File: src/rtl/avc_pkg.sv
`timescale 1ns/1ps
// Shared types for the compressed affine vector side cache.
package avc_pkg;
    // Outcome chosen for one request against the stored state.
    typedef enum logic [2:0] {
        ACT_NONE,
        ACT_MERGE,
        ACT_REPLACE,
        ACT_CONFLICT,
        ACT_ALLOC
    } avc_act_e;
endpackage

File: src/rtl/avc_addr_split.sv
`timescale 1ns/1ps
// Splits a vector address into vector index, set index and tag.
// Assumes VECS and SETS are powers of two, each at least 2.
module avc_addr_split #(
    parameter int VADDR_W = 11,
    parameter int VECS    = 16,
    parameter int SETS    = 4,
    localparam int VEC_W  = $clog2(VECS),
    localparam int SET_W  = $clog2(SETS),
    localparam int TAG_W  = VADDR_W - VEC_W - SET_W
) (
    input  logic [VADDR_W-1:0] vaddr,
    output logic [VEC_W-1:0]   vec_idx,
    output logic [SET_W-1:0]   set_idx,
    output logic [TAG_W-1:0]   tag
);
    // Field slicing: vector index lowest, then set, then tag.
    always_comb begin
        vec_idx = vaddr[VEC_W-1:0];
        set_idx = vaddr[VEC_W +: SET_W];
        tag     = vaddr[VADDR_W-1 -: TAG_W];
    end
endmodule

File: src/rtl/avc_tag_store.sv
`timescale 1ns/1ps
// Direct-mapped tag array with one line-valid bit per set.
// Combinational read port; one allocation write per cycle.
module avc_tag_store #(
    parameter int SETS   = 4,
    parameter int TAG_W  = 5,
    localparam int SET_W = $clog2(SETS)
) (
    input  logic             clk,
    input  logic             rst_n,
    input  logic [SET_W-1:0] rd_set,
    output logic [TAG_W-1:0] rd_tag,
    output logic             rd_lvalid,
    input  logic             wr_en,
    input  logic [SET_W-1:0] wr_set,
    input  logic [TAG_W-1:0] wr_tag
);
    logic [TAG_W-1:0] tag_q    [SETS];
    logic [SETS-1:0]  lvalid_q;

    // Lookup of the addressed set.
    always_comb begin
        rd_tag    = tag_q[rd_set];
        rd_lvalid = lvalid_q[rd_set];
    end

    // Line-valid bits: cleared by reset, set on allocation.
    always_ff @(posedge clk) begin
        if (!rst_n) lvalid_q <= '0;
        else if (wr_en) lvalid_q[wr_set] <= 1'b1;
    end

    // Tag storage: written on allocation only.
    always_ff @(posedge clk) begin
        if (wr_en) tag_q[wr_set] <= wr_tag;
    end

    // an allocated line is valid with the written tag next cycle.
    a_r9_alloc_sticks: assert property (@(posedge clk) disable iff (!rst_n)
        wr_en |=> (lvalid_q[$past(wr_set)] && tag_q[$past(wr_set)] == $past(wr_tag)));
endmodule

File: src/rtl/avc_vec_store.sv
`timescale 1ns/1ps
// Per-vector compact storage: base, stride code and per-lane valid mask.
// Valid masks live here, beside the data, not in the tag array.
// One write per cycle; an allocating write also clears the set's other masks.
module avc_vec_store #(
    parameter int SETS   = 4,
    parameter int VECS   = 16,
    parameter int LANES  = 32,
    parameter int DATA_W = 32,
    parameter int SLOG_W = 3,
    localparam int SET_W = $clog2(SETS),
    localparam int VEC_W = $clog2(VECS)
) (
    input  logic              clk,
    input  logic              rst_n,
    input  logic [SET_W-1:0]  rd_set,
    input  logic [VEC_W-1:0]  rd_vec,
    output logic [DATA_W-1:0] rd_base,
    output logic [SLOG_W-1:0] rd_slog,
    output logic [LANES-1:0]  rd_mask,
    input  logic              wr_en,
    input  logic              wr_clear,
    input  logic [SET_W-1:0]  wr_set,
    input  logic [VEC_W-1:0]  wr_vec,
    input  logic [DATA_W-1:0] wr_base,
    input  logic [SLOG_W-1:0] wr_slog,
    input  logic [LANES-1:0]  wr_mask
);
    logic [DATA_W-1:0] base_q [SETS][VECS];
    logic [SLOG_W-1:0] slog_q [SETS][VECS];
    logic [LANES-1:0]  vmask_q[SETS][VECS];

    // Lookup of the addressed vector.
    always_comb begin
        rd_base = base_q[rd_set][rd_vec];
        rd_slog = slog_q[rd_set][rd_vec];
        rd_mask = vmask_q[rd_set][rd_vec];
    end

    // Valid masks: reset clear, write sets, allocation clears siblings.
    always_ff @(posedge clk) begin
        if (!rst_n) begin
            for (int s = 0; s < SETS; s++)
                for (int v = 0; v < VECS; v++)
                    vmask_q[s][v] <= '0;
        end else if (wr_en) begin
            for (int v = 0; v < VECS; v++) begin
                if (v == int'(wr_vec)) vmask_q[wr_set][v] <= wr_mask;
                else if (wr_clear)     vmask_q[wr_set][v] <= '0;
            end
        end
    end

    // Compact pair storage.
    always_ff @(posedge clk) begin
        if (wr_en) begin
            base_q[wr_set][wr_vec] <= wr_base;
            slog_q[wr_set][wr_vec] <= wr_slog;
        end
    end

    // every lane written is valid in the stored mask afterwards.
    a_r6_mask_kept: assert property (@(posedge clk) disable iff (!rst_n)
        wr_en |=> (($past(wr_mask) & ~vmask_q[$past(wr_set)][$past(wr_vec)]) == '0));
endmodule

File: src/rtl/avc_sector_cache.sv
`timescale 1ns/1ps
// Compressed affine vector side cache, direct-mapped, sectored by vector.
// Decides merge / replace / conflict / allocate per request and registers a
// response plus an L1 invalidate request one cycle after each request.
// Assumes the encoder supplies the pair for writes and that compact data of a
// replaced line is already reflected on the memory side.
module avc_sector_cache #(
    parameter int VADDR_W = 11,
    parameter int SETS    = 4,
    parameter int VECS    = 16,
    parameter int LANES   = 32,
    parameter int DATA_W  = 32,
    parameter int SLOG_W  = 3
) (
    input  logic               clk,
    input  logic               rst_n,
    input  logic               req_valid,
    input  logic               req_write,
    input  logic [VADDR_W-1:0] req_vaddr,
    input  logic [LANES-1:0]   req_mask,
    input  logic [DATA_W-1:0]  req_base,
    input  logic [SLOG_W-1:0]  req_slog,
    output logic               rsp_valid,
    output logic               rsp_write,
    output logic               rsp_hit,
    output logic [LANES-1:0]   rsp_hit_mask,
    output logic [LANES-1:0]   rsp_replay_mask,
    output logic [DATA_W-1:0]  rsp_base,
    output logic [SLOG_W-1:0]  rsp_slog,
    output logic               rsp_conflict,
    output logic [LANES-1:0]   rsp_evict_mask,
    output logic               inval_valid,
    output logic               inval_all,
    output logic [VADDR_W-1:0] inval_addr,
    output logic [LANES-1:0]   inval_mask
);
    import avc_pkg::*;

    localparam int VEC_W = $clog2(VECS);
    localparam int SET_W = $clog2(SETS);
    localparam int TAG_W = VADDR_W - VEC_W - SET_W;

    logic [VEC_W-1:0]  vec_idx;
    logic [SET_W-1:0]  set_idx;
    logic [TAG_W-1:0]  req_tag, old_tag;
    logic              lvalid;
    logic [DATA_W-1:0] old_base;
    logic [SLOG_W-1:0] old_slog;
    logic [LANES-1:0]  old_mask;
    logic              line_hit, pair_same;
    avc_act_e          act;
    logic [LANES-1:0]  new_mask;

    avc_addr_split #(.VADDR_W(VADDR_W), .VECS(VECS), .SETS(SETS)) u_split (
        .vaddr(req_vaddr), .vec_idx(vec_idx), .set_idx(set_idx), .tag(req_tag)
    );

    avc_tag_store #(.SETS(SETS), .TAG_W(TAG_W)) u_tags (
        .clk(clk), .rst_n(rst_n),
        .rd_set(set_idx), .rd_tag(old_tag), .rd_lvalid(lvalid),
        .wr_en(act == ACT_ALLOC), .wr_set(set_idx), .wr_tag(req_tag)
    );

    avc_vec_store #(.SETS(SETS), .VECS(VECS), .LANES(LANES),
                    .DATA_W(DATA_W), .SLOG_W(SLOG_W)) u_vecs (
        .clk(clk), .rst_n(rst_n),
        .rd_set(set_idx), .rd_vec(vec_idx),
        .rd_base(old_base), .rd_slog(old_slog), .rd_mask(old_mask),
        .wr_en(act != ACT_NONE), .wr_clear(act == ACT_ALLOC),
        .wr_set(set_idx), .wr_vec(vec_idx),
        .wr_base(req_base), .wr_slog(req_slog), .wr_mask(new_mask)
    );

    // Write outcome classification against the addressed vector.
    always_comb begin
        line_hit  = lvalid && (old_tag == req_tag);
        pair_same = (old_base == req_base) && (old_slog == req_slog);
        act       = ACT_NONE;
        if (req_valid && req_write && (req_mask != '0)) begin
            if (!line_hit)                        act = ACT_ALLOC;
            else if (pair_same)                   act = ACT_MERGE;
            else if ((old_mask & ~req_mask) != '0) act = ACT_CONFLICT;
            else                                  act = ACT_REPLACE;
        end
        new_mask = (act == ACT_MERGE) ? (old_mask | req_mask) : req_mask;
    end

    logic              n_hit, n_conf, n_iv, n_iall;
    logic [LANES-1:0]  n_hmask, n_rmask, n_evict, n_imask;
    logic [DATA_W-1:0] n_base;
    logic [SLOG_W-1:0] n_slog;
    logic [VADDR_W-1:0] n_iaddr;

    // Response and invalidate contents for the current request.
    always_comb begin
        n_hit = 1'b0; n_conf = 1'b0; n_iv = 1'b0; n_iall = 1'b0;
        n_hmask = '0; n_rmask = '0; n_evict = '0; n_imask = '0;
        n_base = '0; n_slog = '0; n_iaddr = '0;
        if (!req_write) begin
            if (line_hit && ((req_mask & old_mask) != '0)) begin
                n_hit   = 1'b1;
                n_hmask = req_mask & old_mask;
                n_rmask = req_mask & ~old_mask;
                n_base  = old_base;
                n_slog  = old_slog;
            end
        end else begin
            n_hit = line_hit;
            if (act == ACT_CONFLICT) begin
                n_conf  = 1'b1;
                n_evict = old_mask;
                n_base  = old_base;
                n_slog  = old_slog;
                n_iv    = 1'b1;
                n_iaddr = req_vaddr;
                n_imask = ~old_mask;
            end else if (act == ACT_ALLOC && lvalid) begin
                n_iv    = 1'b1;
                n_iall  = 1'b1;
                n_iaddr = {old_tag, set_idx, {VEC_W{1'b0}}};
                n_imask = '1;
            end
        end
    end

    // Response register: one cycle after each request.
    always_ff @(posedge clk) begin
        if (!rst_n) begin
            rsp_valid <= 1'b0; rsp_write <= 1'b0; rsp_hit <= 1'b0;
            rsp_hit_mask <= '0; rsp_replay_mask <= '0;
            rsp_base <= '0; rsp_slog <= '0;
            rsp_conflict <= 1'b0; rsp_evict_mask <= '0;
            inval_valid <= 1'b0; inval_all <= 1'b0;
            inval_addr <= '0; inval_mask <= '0;
        end else begin
            rsp_valid       <= req_valid;
            rsp_write       <= req_write;
            rsp_hit         <= n_hit;
            rsp_hit_mask    <= n_hmask;
            rsp_replay_mask <= n_rmask;
            rsp_base        <= n_base;
            rsp_slog        <= n_slog;
            rsp_conflict    <= req_valid && n_conf;
            rsp_evict_mask  <= n_evict;
            inval_valid     <= req_valid && n_iv;
            inval_all       <= n_iall;
            inval_addr      <= n_iaddr;
            inval_mask      <= n_imask;
        end
    end

    // a request is answered in the next cycle, and only then.
    a_r2_rsp_follows: assert property (@(posedge clk) disable iff (!rst_n)
        req_valid |=> (rsp_valid && rsp_write == $past(req_write)));
    a_r2_rsp_idle: assert property (@(posedge clk) disable iff (!rst_n)
        !req_valid |=> !rsp_valid);
    // served and replayed lanes of a read hit cover the request mask.
    a_r4_lanes_cover: assert property (@(posedge clk) disable iff (!rst_n)
        (req_valid && !req_write) |=>
            (!rsp_hit || ((rsp_hit_mask | rsp_replay_mask) == $past(req_mask))));
    // a read miss serves and replays nothing.
    a_r5_miss_silent: assert property (@(posedge clk) disable iff (!rst_n)
        (rsp_valid && !rsp_write && !rsp_hit) |->
            (rsp_hit_mask == '0 && rsp_replay_mask == '0));
    // a conflict always comes with a per-vector L1 invalidate.
    a_r7_conflict_inval: assert property (@(posedge clk) disable iff (!rst_n)
        rsp_conflict |-> (rsp_write && inval_valid && !inval_all &&
                          inval_mask == ~rsp_evict_mask));
endmodule

File: config.mk
export PLATFORM = sky130hd
export DESIGN_NAME = avc_sector_cache
export DESIGN_NICKNAME = d
export VERILOG_FILES = /design/src/rtl/avc_pkg.sv /design/src/rtl/avc_addr_split.sv /design/src/rtl/avc_tag_store.sv /design/src/rtl/avc_vec_store.sv /design/src/rtl/avc_sector_cache.sv
export SDC_FILE = /design/constraint.sdc
export NUM_CORES = 2
export LEC_CHECK = 0
export BUFFER_PORTS_ARGS = -buffer_cell sky130_fd_sc_hd__clkbuf_2
export CAP_MARGIN = 5
export CORE_MARGIN = 5
export CORE_UTILIZATION = 30
export CTS_BUF_LIST = sky130_fd_sc_hd__clkbuf_4 sky130_fd_sc_hd__clkbuf_8 sky130_fd_sc_hd__clkbuf_16
export CTS_CLUSTER_DIAMETER = 80
export DETAILED_ROUTE_END_ITERATION = 7
export PLACE_DENSITY = 0.47
export SLEW_MARGIN = 25
export SYNTH_ARGS = -nofsm -noshare
export SYNTH_HDL_FRONTEND = slang
export SYNTH_MEMORY_MAX_BITS = 65536
export SYNTH_SLANG_ARGS = --single-unit
File: constraint.sdc
create_clock -name clk -period 7.3 [get_ports clk]
set_input_delay 0.73 -clock clk [delete_from_list [all_inputs] [get_ports clk]]
set_output_delay 0.73 -clock clk [all_outputs]
set_load 0.01 [all_outputs]
Yosys cells after proc, flatten, opt, wreduce, memory -nomap -nowiden
Memories as Yosys holds them, arrays and structs flattened.
Index checks and enable logic that the tools add are counted.
Word-level totals
  input port bits: 82
  register bits: 184
  bits in writable memories: 4308
  output and inout port bits: 180
  memories: 4
  word-level logic and storage cells: 282
Operators by class
  bitwise gates (word level): 27
  $lt $le $gt $ge: 4
  reduce and logical (&&, ||, !) cells: 20
  muxes and demuxes: 192
  equal/unequal tests: 21
Memory list
  u_vecs.base_q: depth 4, width 512, read ports 1, clocked after Yosys merged registers in 0, wr ports 1, RTL line avc_vec_store.sv:29  | logic [DATA_W-1:0] base_q [SETS][VECS];
  u_vecs.vmask_q: depth 4, width 512, read ports 1, clocked after Yosys merged registers in 0, wr ports 4, RTL line avc_vec_store.sv:31  | logic [LANES-1:0] vmask_q[SETS][VECS];
  u_vecs.slog_q: depth 4, width 48, read ports 1, clocked after Yosys merged registers in 0, wr ports 1, RTL line avc_vec_store.sv:30  | logic [SLOG_W-1:0] slog_q [SETS][VECS];
  u_tags.tag_q: depth 4, width 5, read ports 1, clocked after Yosys merged registers in 0, wr ports 1, RTL line avc_tag_store.sv:18  | logic [TAG_W-1:0] tag_q [SETS];
Operators with widths (count)
  $mux W512: 2
  $mux W32: 27
  $reduce_or A512 Y1: 1
  $bmux W32 S4: 2
  $mux W1: 142
  $demux W32 S4: 1
  $and A32 B32 Y32: 3
  $reduce_bool A32 Y1: 3
  $not A32 Y32: 2
  $mux W48: 1
  $eq A32 B32 Y1: 1
  $eq A4 B4 Y1 const A: 8
  $or A32 B32 Y32: 1
  $mux W3: 8
  $mux W11: 2
  $eq A3 B4 Y1 const A: 4
  $mux W16: 1
  $or A1 B1 Y1: 16
  $bmux W3 S4: 1
  $demux W3 S4: 1
  $logic_and A1 B1 Y1: 10
  $eq A2 B4 Y1 const A: 2
  $reduce_or A3 Y1: 2
  $eq A5 B5 Y1: 1
  other kinds (19): 22

Logic depth before layout (Yosys ltp)
  depth after elaboration: 19
  depth in mapped cells: 22
  depth with buffers taken out: 12

Modules after synthesis
A second synthesis with hierarchy kept.
Second synthesis, totals
  cell total of the unflattened synthesis: 10513
  area, all modules: 180491.9 um^2
By module, submodules not included
  avc_vec_store: cells an instance 9883, instances 1, sequential area each 128763.5 um^2, area each 173396.3 um^2
  avc_sector_cache: cells an instance 580, instances 1, sequential area each 3603.5 um^2, area each 6124.6 um^2
  avc_tag_store: cells an instance 39, instances 1, sequential area each 680.7 um^2, area each 888.4 um^2
  avc_addr_split: cells an instance 11, instances 1, sequential area each 0.0 um^2, area each 82.6 um^2

Worst setup path before layout
OpenSTA, ideal clock, no wires.
  kind: input port to flip-flop
  from: in req_vaddr[4]
  to: mem u_vecs.vmask_q[0][0] (netlist bit) (enable)
  required time: 6.834 ns
  setup time: 0.466 ns
  path slack: 1.198 ns
  path buffers: 9
  cell stages on the path: 15
  data arrival time: 5.636 ns
  cell sequence: buf_6 -> buf_6 -> buf_6 -> buf_6 -> buf_4 -> buf_6 -> buf_4 -> mux4_2 -> xor2_1 -> nor4_1 -> nand3_1 -> buf_2 -> clkbuf_1 -> o21ai_0 -> o21ai_0
RTL lines
  from (decl): RTL line avc_sector_cache.sv:19  | input logic [VADDR_W-1:0] req_vaddr,
  to (decl): RTL line avc_vec_store.sv:31

Final worst setup path
  from: in req_vaddr[3]
  to: reg rsp_replay_mask[27]
On the way
  word-level cells in the longest chain between the ends: 9
  elaborated cells on any way between the ends: 11
  classes of those cells: mux: 3; bitwise: 5; reduce/logical: 3
RTL lines
  $not A4 Y5 (not written as such) (*): RTL line avc_vec_store.sv:37  | rd_mask = vmask_q[rd_set][rd_vec];
  $bmux W32 S4 (*): RTL line avc_vec_store.sv:37
  $mux W32 (not written as such) (*) (2 in a row): RTL line avc_vec_store.sv:37
  $and A32 B32 Y32: RTL line avc_sector_cache.sv:100  | if (line_hit && ((req_mask & old_mask) != '0)) begin
  $reduce_bool A32 Y1: RTL line avc_sector_cache.sv:100
  $logic_and A1 B1 Y1: RTL line avc_sector_cache.sv:100
  $not A1 Y1 (no source line)
  $reduce_or A3 Y1 (no source line)
  to (signal assigned): RTL line avc_sector_cache.sv:140  | rsp_replay_mask <= n_rmask;
  to (decl): RTL line avc_sector_cache.sv:27  | output logic [LANES-1:0] rsp_replay_mask,
Mark *: on every way between the ends. The rest lies on a longest branch, timed or not. The select of a mux whose other input is x is not followed.
A chain may end at the register's enable or synchronous reset.

==> results.toml <==
[job]
max_cap_viol_count = 0

[die]
rows = 286
die_h_um = 791
core_region_area_mm2 = 0.607
die_x_um = 791
start_util_pct = 30.1
dieArea_mm2 = 0.626
num_io_pins = 262

[timing]
worstMarginPinSlew_ns = 1.19
slew-limit-headroom_pct = 20.5
clock_skew_ns = 0.0721
tns_ns = 0
drv_slew = 0
fin_ws_ns = 1.13
period_needed_ns = 6.17
rsz0062_at_grt = "false"
fin_crit_sh_pct = 84.5
hold_viol_final = 0
max_freq_mhz = 162
setup_viol = 0

[logic_synthesis]
ys.flop_type = "edfxtp_1"
ys_ff_latch = 4492
synth.net_count = 10816
async_flop_share_pct = 0
synth_edf_count = 4308
netlist_area_mm2 = 0.183
yosysUniqueCellTypes = 89
netlist_instances = 10734
synth-seq-area-share_pct = 72.7
syn_avg_cell_area_um2 = 17.0
ys_warn_count = 0

[global_route]
gr-total-overflow = 0
track_usage_pct = 22.0
grt_antenna_before_repair = 63
grt_pass1_wl_um = 951000
grt_pass1_vias = 108510
grt_start_max_net_pins = 95

[setup_path]
cp-start-kind = "primary input"
cp-end-kind = "flop"
cp_slowest_stage_delay_ns = 0.93
r2r-end = "u_vecs.vmask_q[0][79]"
cp_data_arrival_time_ns = 7.13
crit_chain = "buf_6, buf_4, inv_4, buf_4, nand2_1, nor2_1, a22o_1, nor4_2, buf_4, o221ai_1, a2111oi_0, and4_1, a31oi_4, buf_12, nor3b_1, buf_4"
cpMaxStageDelayCell = "nor3b_1"
timing.critical_path.mode_cell = "buf_4"
reg2reg_depth = 13
r2r_slack_ns = 1.95
criticalPathCategory = "primary input to flop"
critPathMaxFanout = 47
regToRegStartpoint = "u_vecs.base_q[2][243]"
crit_required_ns = 8.26

[place]
dp_slack_ns = 0.484
place_area_mm2 = 0.197
gp_congestion = 0.923
hpwlAfterDp_um = 430000
io_buffers = 261

[hold_path]
min_path_type = "primary input to flop"
hold_end = "rsp_valid"
min_path_cells = 2
min_from = "req_valid"

[detailed_routing]
routedWlPerCell_um = 35.9
drc = 0
finalWirelength_um = 710000
dr.pass1.iters = 7
dr_total_vias = 109533
vias_per_cell = 5.54
ant_nets = 0
drt_iter0_markers = 15728

[power_and_ir_drop]
p_per_area_mw_per_mm2 = 275
irDropWorstVdd_mv = 0.222
leakagePower_nw = 71.3

[layout]
area.growth.synth_to_final_pct = 16.4
drive_gt1_share_pct = 25.3
nets = 11354
post-route-util_pct = 35.1
fin_area_mm2 = 0.213

[clock_tree]
clk_pin_slew_ns = 0.06
numClockSinks = 4492
cts_max_level = 5
clock_latency_ns = 1.06
cts_buffers = 475
cts_tree = "done"
root_buffer = "clkbuf_16"
cts.path.max_buffers = 4

[run_status]
outcome = "complete, no violations"
-- placed cells by master, fill, tap and decap left out, types with 31 or more instances in the layout --
cell type,synthesis,final
edfxtp_1,4308,4308
a22oi_1,254,254
clkbuf_2,3,253
a22o_1,35,35
o21ai_4,0,64
bufinv_16,0,47
nand3_1,85,72
nor4_1,38,33
o22ai_1,176,176
a21oi_1,62,57
buf_4,98,610
nor2_1,2314,2246
clkbuf_4,0,90
mux2i_1,445,444
clkbuf_16,0,494
nor2_4,0,64
a31oi_4,30,33
clkinv_1,2,92
nand4_1,31,31
dfxtp_1,184,184
buf_12,0,57
clkinv_2,0,94
inv_1,44,44
and3_1,43,40
o21ai_0,153,82
mux2_2,47,47
a221oi_1,41,41
nand2_1,252,242
mux4_2,897,897
-- what timing repair did --
item / CTS / global route
hold buffers: 5 / 0
endpoints found under the hold margin: 25 / 0
setup buffers: 0 / 0
gates resized for setup: 0 / 0
-- registers in the layout, summed over array words and instances (netlist names) --
signal,cells
u_vecs.base_q,2048
u_vecs.vmask_q,2048
u_vecs.slog_q,192
inval_mask,32
rsp_base,32
rsp_evict_mask,32
rsp_hit_mask,32
rsp_replay_mask,32
u_tags.tag_q,20
inval_addr,11
u_tags.lvalid_q,4
rsp_slog,3
inval_all,1
inval_valid,1
rsp_conflict,1
rsp_hit,1
rsp_valid,1
rsp_write,1
-- logic make-up (layout without fill, tap and decap cells) --
family | count (synthesis) | in the layout | synth area share, %
DFF | 4492 | 4492 | 72.7
xor gates and xnor gates | 46 | 46 | 0.220
buffers and inverters | 932 | 1869 | 2.99
other | 0 | 21 | 0
and+or+nand+nor | 2939 | 2939 | 6.55
muxes | 1389 | 1389 | 13.8
AOI/OAI and AO/OA | 936 | 936 | 3.77
-- worst max-delay path by stage --
stage,slack (ns),end,start,cells past startpoint
global placement,0.04,u_vecs.vmask_q[1][221],req_vaddr[5],16
finish,1.13,rsp_replay_mask[27],req_vaddr[3],16
detailed placement,0.48,u_vecs.vmask_q[1][368],req_vaddr[5],16
global route,1.34,rsp_replay_mask[27],req_vaddr[3],16
CTS,1.58,u_vecs.vmask_q[1][368],req_vaddr[5],16
floorplan,1.20,u_vecs.vmask_q[0][0],req_vaddr[4],15
-- synthesized netlist by cell type, types with 85 or more instances --
cell,instances,area share (%)
dfxtp_1,184,2.0
nand3_1,85,0.23
nand2_1,252,0.52
edfxtp_1,4308,71
o21ai_0,153,0.42
mux4_2,897,11
buf_6,156,0.96
a22oi_1,254,1.0
nor2_1,2314,4.7
clkbuf_1,357,0.73
buf_2,231,0.63
buf_4,98,0.40
o22ai_1,176,0.60
mux2i_1,445,2.4
-- power by group --
part | leakage (nW) | internal, W | total [W] | switching, W
sequential | 41.4 | 0.0289 | 0.0291 | 0.000188
combinational | 21.9 | 0.00133 | 0.00450 | 0.00317
clock | 8.02 | 0.0145 | 0.0250 | 0.0105
total | 71.3 | 0.0448 | 0.0586 | 0.0138
-- layer usage --
layer,vias to the layer above,share of wire [%],GRT usage [%]
li1,42763,-,-
met1,58966,40,29.6
met2,6489,46,34.9
met3,1299,9.5,4.60
met4,16,4.7,8.64
met5,-,0.014,0
-- area by class of cell --
type,instances,area (um^2)
repair buffers,943,7370
inverters,50,198
fillers,57310,394000
clock inverters,277,2800
multi-input cells,5310,46100
well taps,8064,10100
flip-flops and latches,4492,133000
clock buffers,599,13200
diodes,21,52.6
-- through the flow --
step | power (W) | hold WS [ns] | cells
4_1_cts | 0.0589 | 0.0444 | 19734
2_1_floorplan | 0.0318 | 0.435 | 10734
3_5_place_dp | 0.0341 | 0.462 | 18853
5_1_grt | 0.0601 | 0.114 | 19743
6_report | 0.0586 | 0.157 | 19756
3_3_place_gp | 0.0340 | 0.447 | 18840
-- critical path, delay by kind of cell --
| kind | cells | cell delay [ns] |
|---|---|---|
| buffers and inverters | 7 | 2.39 |
| AND/OR/NAND/NOR | 5 | 2.74 |
| AO/OA/AOI/OAI | 4 | 1.08 |
Note: power is estimated with default switching activity, not from simulation.
